[config.mk]
export PLATFORM = sky130hd
export DESIGN_NAME = pcm_slot_sched
export DESIGN_NICKNAME = d
export VERILOG_FILES = /design/src/rtl/pcm_ibo_pkg.sv /design/src/rtl/pcm_frame_timer.sv /design/src/rtl/pcm_slot_map.sv /design/src/rtl/pcm_tx_serializer.sv /design/src/rtl/pcm_rx_deserializer.sv /design/src/rtl/pcm_slot_sched.sv
export SDC_FILE = /design/constraint.sdc
export NUM_CORES = 1
export LEC_CHECK = 0
export ABC_AREA = 1
export ABC_CLOCK_PERIOD_IN_PS = 11500
export BUFFER_PORTS_ARGS = -buffer_cell sky130_fd_sc_hd__buf_2
export CORE_MARGIN = 4
export CORE_UTILIZATION = 38
export DETAILED_ROUTE_END_ITERATION = 6
export GPL_TIMING_DRIVEN = 0
export HOLD_SLACK_MARGIN = 0.1
export PLACE_DENSITY = 0.59
export SYNTH_ARGS = -nofsm -noshare
export SYNTH_HDL_FRONTEND = slang
export SYNTH_HIERARCHICAL = 1
export SYNTH_SLANG_ARGS = --single-unit
[constraint.sdc]
create_clock -name clk -period 11.5 [get_ports clk]
set_input_delay 3.45 -clock clk [delete_from_list [all_inputs] [get_ports clk]]
set_output_delay 3.45 -clock clk [all_outputs]
set_load 0.02 [all_outputs]
[src/rtl/pcm_ibo_pkg.sv]
package pcm_ibo_pkg;
  typedef enum logic {
    ILV_CHANNEL = 1'b0,
    ILV_FRAME   = 1'b1
  } ilv_mode_e;
endpackage

[src/rtl/pcm_frame_timer.sv]
// Bus bit counter aligned to the shared 8 kHz frame sync.
module pcm_frame_timer #(
  parameter int CNT_W     = 11,
  parameter int FRAME_LOG = 8,
  parameter int LOG_W     = 2,
  parameter int BIT_W     = 3
) (
  input  logic             clk,
  input  logic             rst,
  input  logic             fs_master,
  input  logic             fs_in,
  input  logic [LOG_W-1:0] ways_log,
  output logic [CNT_W-1:0] cnt_nxt,
  output logic [BIT_W-1:0] phase_q,
  output logic             locked_nxt,
  output logic             fs_out
);
  logic [CNT_W-1:0] cnt_q;
  logic             locked_q;
  logic [CNT_W:0]   span;
  logic [CNT_W-1:0] last;
  logic             sync_hit;

  always_comb begin
    span       = {{CNT_W{1'b0}}, 1'b1} << (FRAME_LOG + int'(ways_log));
    last       = CNT_W'(span - 1'b1);
    sync_hit   = !fs_master && fs_in;
    if (sync_hit)
      cnt_nxt = '0;
    else if (cnt_q == last)
      cnt_nxt = '0;
    else
      cnt_nxt = cnt_q + 1'b1;
    locked_nxt = fs_master || locked_q || fs_in;
  end

  always_ff @(posedge clk) begin
    if (rst) begin
      cnt_q    <= '0;
      locked_q <= 1'b0;
      fs_out   <= 1'b0;
    end else begin
      cnt_q    <= cnt_nxt;
      locked_q <= locked_nxt;
      fs_out   <= fs_master && (cnt_nxt == last);
    end
  end

  assign phase_q = cnt_q[BIT_W-1:0];

  // the generated pulse marks the last period; a new frame follows
  p_fs_wrap_r1: assert property (@(posedge clk) disable iff (rst)
    fs_out |=> (cnt_q == '0));
  // slave sync makes the next period bit 0
  p_slave_align_r2: assert property (@(posedge clk) disable iff (rst)
    (!fs_master && fs_in) |=> (cnt_q == '0));
  // slaves never generate sync
  p_slave_quiet_r2: assert property (@(posedge clk) disable iff (rst)
    !fs_master |=> !fs_out);
endmodule

[src/rtl/pcm_slot_map.sv]
// Decides whether a bus slot belongs to this device and which channel it carries.
module pcm_slot_map
  import pcm_ibo_pkg::*;
#(
  parameter int SLOT_W = 8,
  parameter int CHW    = 5,
  parameter int LOG_W  = 2,
  parameter int POS_W  = 3
) (
  input  logic [SLOT_W-1:0] slot,
  input  logic [LOG_W-1:0]  ways_log,
  input  logic [POS_W-1:0]  pos,
  input  ilv_mode_e         mode,
  input  logic              cfg_ok,
  output logic              own,
  output logic [CHW-1:0]    chan
);
  logic [SLOT_W-1:0] way_mask;

  always_comb begin
    way_mask = SLOT_W'((1 << ways_log) - 1);
    if (mode == ILV_FRAME) begin
      own  = cfg_ok && ((slot >> CHW) == SLOT_W'(pos));
      chan = slot[CHW-1:0];
    end else begin
      own  = cfg_ok && ((slot & way_mask) == SLOT_W'(pos));
      chan = CHW'(slot >> ways_log);
    end
  end
endmodule

[src/rtl/pcm_tx_serializer.sv]
// Loads a byte on the read strobe and shifts it out MSB first.
module pcm_tx_serializer #(
  parameter int BW = 8
) (
  input  logic          clk,
  input  logic          rst,
  input  logic          load,
  input  logic [BW-1:0] ld_data,
  input  logic          drive_nxt,
  output logic          dout,
  output logic          dout_en
);
  logic [BW-1:0] sh_q;

  always_ff @(posedge clk) begin
    if (rst) begin
      sh_q    <= '0;
      dout    <= 1'b0;
      dout_en <= 1'b0;
    end else begin
      dout_en <= drive_nxt;
      if (load) begin
        sh_q <= ld_data << 1;
        dout <= drive_nxt && ld_data[BW-1];
      end else begin
        sh_q <= sh_q << 1;
        dout <= drive_nxt && sh_q[BW-1];
      end
    end
  end

  // data is only nonzero while the enable is up
  p_quiet_line_r7: assert property (@(posedge clk) disable iff (rst)
    !dout_en |-> !dout);
endmodule

[src/rtl/pcm_rx_deserializer.sv]
// Collects owned bus bits into bytes.
module pcm_rx_deserializer #(
  parameter int BW  = 8,
  parameter int CHW = 5
) (
  input  logic           clk,
  input  logic           rst,
  input  logic           sample,
  input  logic           last_bit,
  input  logic           din,
  input  logic [CHW-1:0] chan_in,
  output logic [BW-1:0]  rx_data,
  output logic           rx_valid,
  output logic [CHW-1:0] rx_chan
);
  logic [BW-1:0] sh_q;

  always_ff @(posedge clk) begin
    if (rst) begin
      sh_q     <= '0;
      rx_data  <= '0;
      rx_valid <= 1'b0;
      rx_chan  <= '0;
    end else begin
      rx_valid <= sample && last_bit;
      if (sample) begin
        sh_q <= {sh_q[BW-2:0], din};
        if (last_bit) begin
          rx_data <= {sh_q[BW-2:0], din};
          rx_chan <= chan_in;
        end
      end
    end
  end

  // a byte is only delivered right after an owned bit period
  p_rx_after_sample_r9: assert property (@(posedge clk) disable iff (rst)
    rx_valid |-> $past(sample));
  // one strobe per slot
  p_rx_single_r9: assert property (@(posedge clk) disable iff (rst)
    rx_valid |=> !rx_valid);
endmodule

[src/rtl/pcm_slot_sched.sv]
// Interleaved PCM bus slot scheduler: top level.
module pcm_slot_sched
  import pcm_ibo_pkg::*;
#(
  parameter int CH_PER_STREAM = 32,
  parameter int BW            = 8,
  parameter int MAX_LOG       = 3
) (
  input  logic                                 clk,
  input  logic                                 rst,
  input  logic                                 fs_master,
  input  logic                                 fs_in,
  output logic                                 fs_out,
  input  logic [$clog2(MAX_LOG+1)-1:0]         rate_sel,
  input  logic [MAX_LOG-1:0]                   bus_pos,
  input  logic                                 frame_ilv,
  output logic                                 es_rd,
  output logic [$clog2(CH_PER_STREAM)-1:0]     es_chan,
  input  logic [BW-1:0]                        es_rdata,
  output logic                                 dout,
  output logic                                 dout_en,
  input  logic                                 din,
  output logic [BW-1:0]                        rx_data,
  output logic                                 rx_valid,
  output logic [$clog2(CH_PER_STREAM)-1:0]     rx_chan
);
  localparam int LOG_W     = $clog2(MAX_LOG + 1);
  localparam int POS_W     = MAX_LOG;
  localparam int CHW       = $clog2(CH_PER_STREAM);
  localparam int BIT_W     = $clog2(BW);
  localparam int SLOT_W    = CHW + MAX_LOG;
  localparam int CNT_W     = SLOT_W + BIT_W;
  localparam int FRAME_LOG = CHW + BIT_W;

  logic                rate_ok, cfg_ok;
  logic [LOG_W-1:0]    ways_log;
  logic [SLOT_W:0]     n_slots;
  logic [SLOT_W-1:0]   slot_mask, slot_a, slot_b;
  logic [CNT_W-1:0]    cnt_nxt;
  logic [BIT_W-1:0]    phase_q;
  logic                locked_nxt;
  logic                own_a, own_b, drive_nxt;
  logic [CHW-1:0]      chan_a, chan_b, chan_q;
  logic                rd_stb_q, seen_q, rx_own_q;
  ilv_mode_e           mode;

  always_comb begin
    rate_ok   = (int'(rate_sel) < MAX_LOG);
    ways_log  = rate_ok ? LOG_W'(rate_sel + 1'b1) : LOG_W'(MAX_LOG);
    cfg_ok    = rate_ok && (int'(bus_pos) < (1 << ways_log));
    mode      = ilv_mode_e'(frame_ilv);
    n_slots   = {{SLOT_W{1'b0}}, 1'b1} << (CHW + int'(ways_log));
    slot_mask = SLOT_W'(n_slots - 1'b1);
    slot_a    = cnt_nxt[CNT_W-1:BIT_W];
    slot_b    = (slot_a + 1'b1) & slot_mask;
    drive_nxt = own_a && locked_nxt && (seen_q || rd_stb_q);
  end

  pcm_frame_timer #(
    .CNT_W(CNT_W), .FRAME_LOG(FRAME_LOG), .LOG_W(LOG_W), .BIT_W(BIT_W)
  ) u_timer (
    .clk(clk), .rst(rst), .fs_master(fs_master), .fs_in(fs_in),
    .ways_log(ways_log), .cnt_nxt(cnt_nxt), .phase_q(phase_q),
    .locked_nxt(locked_nxt), .fs_out(fs_out)
  );

  // slot in the coming bit period, and the slot after it (for the read strobe)
  pcm_slot_map #(
    .SLOT_W(SLOT_W), .CHW(CHW), .LOG_W(LOG_W), .POS_W(POS_W)
  ) u_map_cur (
    .slot(slot_a), .ways_log(ways_log), .pos(bus_pos), .mode(mode),
    .cfg_ok(cfg_ok), .own(own_a), .chan(chan_a)
  );

  pcm_slot_map #(
    .SLOT_W(SLOT_W), .CHW(CHW), .LOG_W(LOG_W), .POS_W(POS_W)
  ) u_map_ahead (
    .slot(slot_b), .ways_log(ways_log), .pos(bus_pos), .mode(mode),
    .cfg_ok(cfg_ok), .own(own_b), .chan(chan_b)
  );

  always_ff @(posedge clk) begin
    if (rst) begin
      rd_stb_q <= 1'b0;
      es_chan  <= '0;
      seen_q   <= 1'b0;
      rx_own_q <= 1'b0;
      chan_q   <= '0;
    end else begin
      rd_stb_q <= (cnt_nxt[BIT_W-1:0] == BIT_W'(BW - 1)) && own_b && locked_nxt;
      es_chan  <= chan_b;
      if (rd_stb_q)
        seen_q <= 1'b1;
      rx_own_q <= own_a && locked_nxt;
      chan_q   <= chan_a;
    end
  end

  assign es_rd = rd_stb_q;

  pcm_tx_serializer #(.BW(BW)) u_tx (
    .clk(clk), .rst(rst), .load(rd_stb_q), .ld_data(es_rdata),
    .drive_nxt(drive_nxt), .dout(dout), .dout_en(dout_en)
  );

  pcm_rx_deserializer #(.BW(BW), .CHW(CHW)) u_rx (
    .clk(clk), .rst(rst), .sample(rx_own_q),
    .last_bit(phase_q == BIT_W'(BW - 1)), .din(din), .chan_in(chan_q),
    .rx_data(rx_data), .rx_valid(rx_valid), .rx_chan(rx_chan)
  );

  // a bad configuration never reaches the bus
  p_cfg_err_r5: assert property (@(posedge clk) disable iff (rst)
    !cfg_ok |=> (!dout_en && !es_rd));
  // every strobe is followed by driving the fetched slot
  p_strobe_then_drive_r6: assert property (@(posedge clk) disable iff (rst)
    (es_rd && !(fs_in && !fs_master)) |=> dout_en);
  // the strobe lasts a single bit period
  p_strobe_single_r6: assert property (@(posedge clk) disable iff (rst)
    es_rd |=> !es_rd);
  // inside a slot the enable never starts late
  p_drive_contig_r7: assert property (@(posedge clk) disable iff (rst)
    (dout_en && phase_q != '0) |-> $past(dout_en));
endmodule

==> Implementation_results.wiki <==
{| class="wikitable"
! Metric !! Value
|-
| Drt first pass iters || 4
|-
| Clock H-tree levels || 2
|-
| Sink Count || 56
|-
| Count of max-cap constraint violations || 0
|-
| Number of placement rows || 33
|-
| Placement Setup Slack || 4.363 ns
|-
| Type of destination of the critical path || flip-flop
|-
| CP arrival || 7.11 ns
|-
| Number of CTS-inserted buffers || 5
|-
| Vias || 3,208
|-
| Global-route wire length before repair || 12.98 mm
|-
| Clock transition time at the flip-flop clock pins of the worst setup and hold paths || 0.11 ns
|-
| Total grt overflow || 0
|-
| Number of inserted diodes || 0
|-
| DRT antenna net count || 0
|-
| Final non-filler cell total || 676
|-
| Hold slack final || 0.4503 ns
|-
| Area of the die || 0.01018 mm^2
|-
| Master cell of the clock root buffer || sky130_fd_sc_hd__clkbuf_8
|-
| Share of synthesized flip-flops with an asynchronous set or reset || 0%
|-
| Leading area contributor after synthesis || sky130_fd_sc_hd__dfxtp_1
|-
| Postcts setup bufs || 0
|-
| Layout Utilization || 44.69%
|-
| Vias in the first global route || 2,942
|-
| Post-synth top flop || sky130_fd_sc_hd__dfxtp_1
|-
| Post-synthesis cell area || 0.003281 mm^2
|-
| Cell count after placement || 668
|-
| Max-slew violations || 0
|-
| CTS tree || done
|-
| Post-Synthesis Cells || 523
|-
| Detail Placement HPWL || 5.734 mm
|-
| Leakage dissipation || 1.938 nW
|-
| Hold violation count in the final report || 0
|-
| Worst vdd rail ir drop || 0.05474 mV
|-
| DRC marker count from the first detailed-route iteration || 148
|-
| Worst setup SP type || input pin
|-
| Most common cell type on the critical path || sky130_fd_sc_hd__nand2_1
|-
| Family of cells with the greatest summed delay on the critical path || simple AND/OR/NAND/NOR gates
|-
| CTS max path bufs || 2
|-
| Req. time, crit path || 11.74 ns
|-
| Area after DPL || 0.003612 mm^2
|-
| Starting utilization of the core area || 39.53%
|-
| Post-CTS Hold Fix Bufs || 0
|-
| Fraction of final layout cells with drive strength greater than 1 || 15.94%
|-
| Pwr dens || 93.06 mW/mm^2
|-
| Max-Slew Margin vs Limit || 56.49%
|-
| Clock period minus final worst setup slack || 6.875 ns
|-
| Top-Level Pins || 42
|-
| Wirelength per Cell || 10.88 um
|-
| Die X || 100.9 um
|-
| Class of the tightest hold or removal check || flip-flop to flip-flop
|-
| Synth warn || 6
|-
| Cell breakdown of the critical path || buf_2 -> nor2_1 -> inv_1 -> clkbuf_2 -> nand2_1 -> nand2_1 -> nand2_1 -> nand4_2 -> nand2_1 -> nor2_1 -> ha_1 -> nand2_1 -> nor2_1 -> a21oi_1 -> nor2_1 -> nand2_1 -> nand2_1 -> nand2_1 -> nand2_1 -> nand3_1 -> nor2_1 -> nand4_1 -> nor3_1
|-
| Worst Path Buf+Inv || 3
|-
| Number of port buffers || 40
|-
| Area share of the largest cell type after synthesis || 34.17%
|-
| DRC Markers || 0
|-
| Total length of routed wires || 7.355 mm
|-
| Weighted congestion reported at the end of routability-driven placement || 0.8857
|-
| Ratio of routed vias to standard cells || 4.746
|-
| Number of failing setup endpoints in the final timing report || 0
|-
| Post-Route Skew || 0.008445 ns
|-
| Cell with the largest stage delay on the worst path || sky130_fd_sc_hd__inv_1
|-
| Latest clock arrival within the worst-skew pair || 0.31 ns
|-
| Largest fanout on the critical path || 17
|-
| Vertical die dimension || 100.9 um
|-
| Critical setup path kind || input pin to flip-flop
|-
| Area growth from synthesis to final layout || 13.04%
|-
| RSZ-0062 raised after global routing || false
|-
| Flop and latch count out of synthesis || 56
|-
| All-Layer GR Usage || 15.30%
|-
| Syn Nets || 550
|-
| Power consumption || 345.1 uW
|-
| PnR worst setup slack || 4.625 ns
|-
| Number of flops mapped to enable cells by yosys || 0
|-
| Main area contributors after synthesis || sky130_fd_sc_hd__dfxtp_1, sky130_fd_sc_hd__nand2_1, sky130_fd_sc_hd__nor2_1
|-
| Number of distinct library cell variants in the gate-level netlist after synthesis || 32
|-
| Biggest cell delay along the critical path || 0.48 ns
|-
| Pin count of the biggest net entering global routing || 20
|-
| Synthesized area divided by synthesized cell count || 6.273 um^2
|-
| Fin Setup TNS || 0 ns
|-
| Post_cts resized || 0
|-
| Worst Tran Pin Value || 0.6519 ns
|-
| Number of antenna violations at the first check in global routing || 0
|-
| Fmax || 0.1455 GHz
|-
| Core Area || 0.008299 mm^2
|-
| Post-synthesis sequential area ratio || 34.17%
|-
| Net count of the finished layout || 597
|-
| Final worst path period share || 59.78%
|-
| Result of the run || finished clean
|-
| Final standard cell area without fillers || 0.003709 mm^2
|}
==> placed cells by master (no fill, tap or decap), types with 3 or more instances in the layout <==
master                     count
sky130_fd_sc_hd__nand2_2       7
sky130_fd_sc_hd__clkbuf_8      5
sky130_fd_sc_hd__xor2_1        7
sky130_fd_sc_hd__buf_4         6
sky130_fd_sc_hd__nor2_1       95
sky130_fd_sc_hd__nor2_2        4
sky130_fd_sc_hd__nand2_4       3
sky130_fd_sc_hd__inv_2         8
sky130_fd_sc_hd__nand4_1       8
sky130_fd_sc_hd__ha_1          8
sky130_fd_sc_hd__a21oi_1       9
sky130_fd_sc_hd__nor3_1        8
sky130_fd_sc_hd__o21ai_1       3
sky130_fd_sc_hd__nand3b_1      4
sky130_fd_sc_hd__o21ai_0      21
sky130_fd_sc_hd__inv_1        70
sky130_fd_sc_hd__nand2_1     148
sky130_fd_sc_hd__nand3_1      34
sky130_fd_sc_hd__dfxtp_1      56
sky130_fd_sc_hd__buf_2        47
==> final timing paths <==
path                     from              end  slack, ns  cells past startpoint
max reg2reg  u_timer/cnt_q[0]            es_rd       8.12                     20
max               rate_sel[1]            es_rd       4.63                     23
min reg2reg         chan_q[1]  u_rx/rx_chan[1]       0.45                      2
min                 chan_q[1]  u_rx/rx_chan[1]       0.45                      2
==> layout make-up <==
cell class | instances | area, um^2
fillers | 926 | 4591
multi-input cells | 373 | 1767
flip-flops and latches | 56 | 1121
inverters | 78 | 292.8
repair buffers | 40 | 200.2
well taps | 105 | 131.4
plain buffers | 16 | 100.1
clock buffers | 5 | 68.82
clock inverters | 3 | 27.53
==> worst reg2reg max path: stages, from the launching register on <==
cell,delay (ns)
sky130_fd_sc_hd__dfxtp_1,0.44
sky130_fd_sc_hd__ha_1,0.28
sky130_fd_sc_hd__nand3_2,0.14
sky130_fd_sc_hd__nor2_1,0.17
sky130_fd_sc_hd__nand4_2,0.20
sky130_fd_sc_hd__nand2_1,0.28
sky130_fd_sc_hd__nor2_1,0.17
sky130_fd_sc_hd__ha_1,0.25
sky130_fd_sc_hd__nand2_1,0.09
sky130_fd_sc_hd__nor2_1,0.06
sky130_fd_sc_hd__nand2_1,0.05
sky130_fd_sc_hd__nand2_1,0.04
sky130_fd_sc_hd__nor2_1,0.30
sky130_fd_sc_hd__nand2_1,0.12
sky130_fd_sc_hd__nand2_1,0.08
sky130_fd_sc_hd__nand2_1,0.04
sky130_fd_sc_hd__nand2_1,0.05
sky130_fd_sc_hd__nand3_1,0.07
sky130_fd_sc_hd__nor2_1,0.20
sky130_fd_sc_hd__nand4_1,0.14
sky130_fd_sc_hd__nor3_1,0.13
==> report_power, final <==
| part | internal (mW) | total, mW | leakage (nW) | switching [mW] |
|---|---|---|---|---|
| logic | 0.0122 | 0.0354 | 1.44 | 0.0232 |
| clock network | 0.0448 | 0.112 | 0.0463 | 0.0671 |
| registers | 0.196 | 0.198 | 0.453 | 0.00174 |
| total | 0.253 | 0.345 | 1.94 | 0.0920 |
==> routing by layer <==
layer  part of all wire, %  global-route usage [%]
met5                     0                       0
met2                    46                   26.33
met3                   4.2                   1.938
met4                   1.3                   4.192
met1                    48                   20.08
==> state kept, by name (all words and copies together) (netlist names), 5 cells and up <==
| register | flops |
|---|---|
| u_rx/rx_chan | 5 |
| u_rx/rx_data | 8 |
| es_chan | 5 |
| u_tx/sh_q | 7 |
| chan_q | 5 |
| u_timer/cnt_q | 11 |
| u_rx/sh_q | 7 |
==> cell usage after synthesis, types with 6 or more instances <==
cell and number:
sky130_fd_sc_hd__a21oi_1 9, sky130_fd_sc_hd__inv_2 8, sky130_fd_sc_hd__buf_2 7, sky130_fd_sc_hd__inv_1 70, sky130_fd_sc_hd__nand2_1 148, sky130_fd_sc_hd__xor2_1 7, sky130_fd_sc_hd__nor3_1 8, sky130_fd_sc_hd__o21ai_0 21
sky130_fd_sc_hd__nand4_1 8, sky130_fd_sc_hd__buf_4 6, sky130_fd_sc_hd__dfxtp_1 56, sky130_fd_sc_hd__ha_1 8, sky130_fd_sc_hd__nand2_2 7, sky130_fd_sc_hd__nand3_1 34, sky130_fd_sc_hd__nor2_1 95
==> cells by family (layout without fill, tap and decap cells) <==
| family | Yosys count | in the layout | synth area share [%] |
|---|---|---|---|
| fa+ha+maj | 8 | 8 | 3.051 |
| buf+inv | 94 | 142 | 11.98 |
| simple gates | 318 | 318 | 42.14 |
| compound gates | 39 | 39 | 6.522 |
| flops | 56 | 56 | 34.17 |
| xor+xnor | 8 | 8 | 2.136 |
Power figures use the tool's default switching activity.
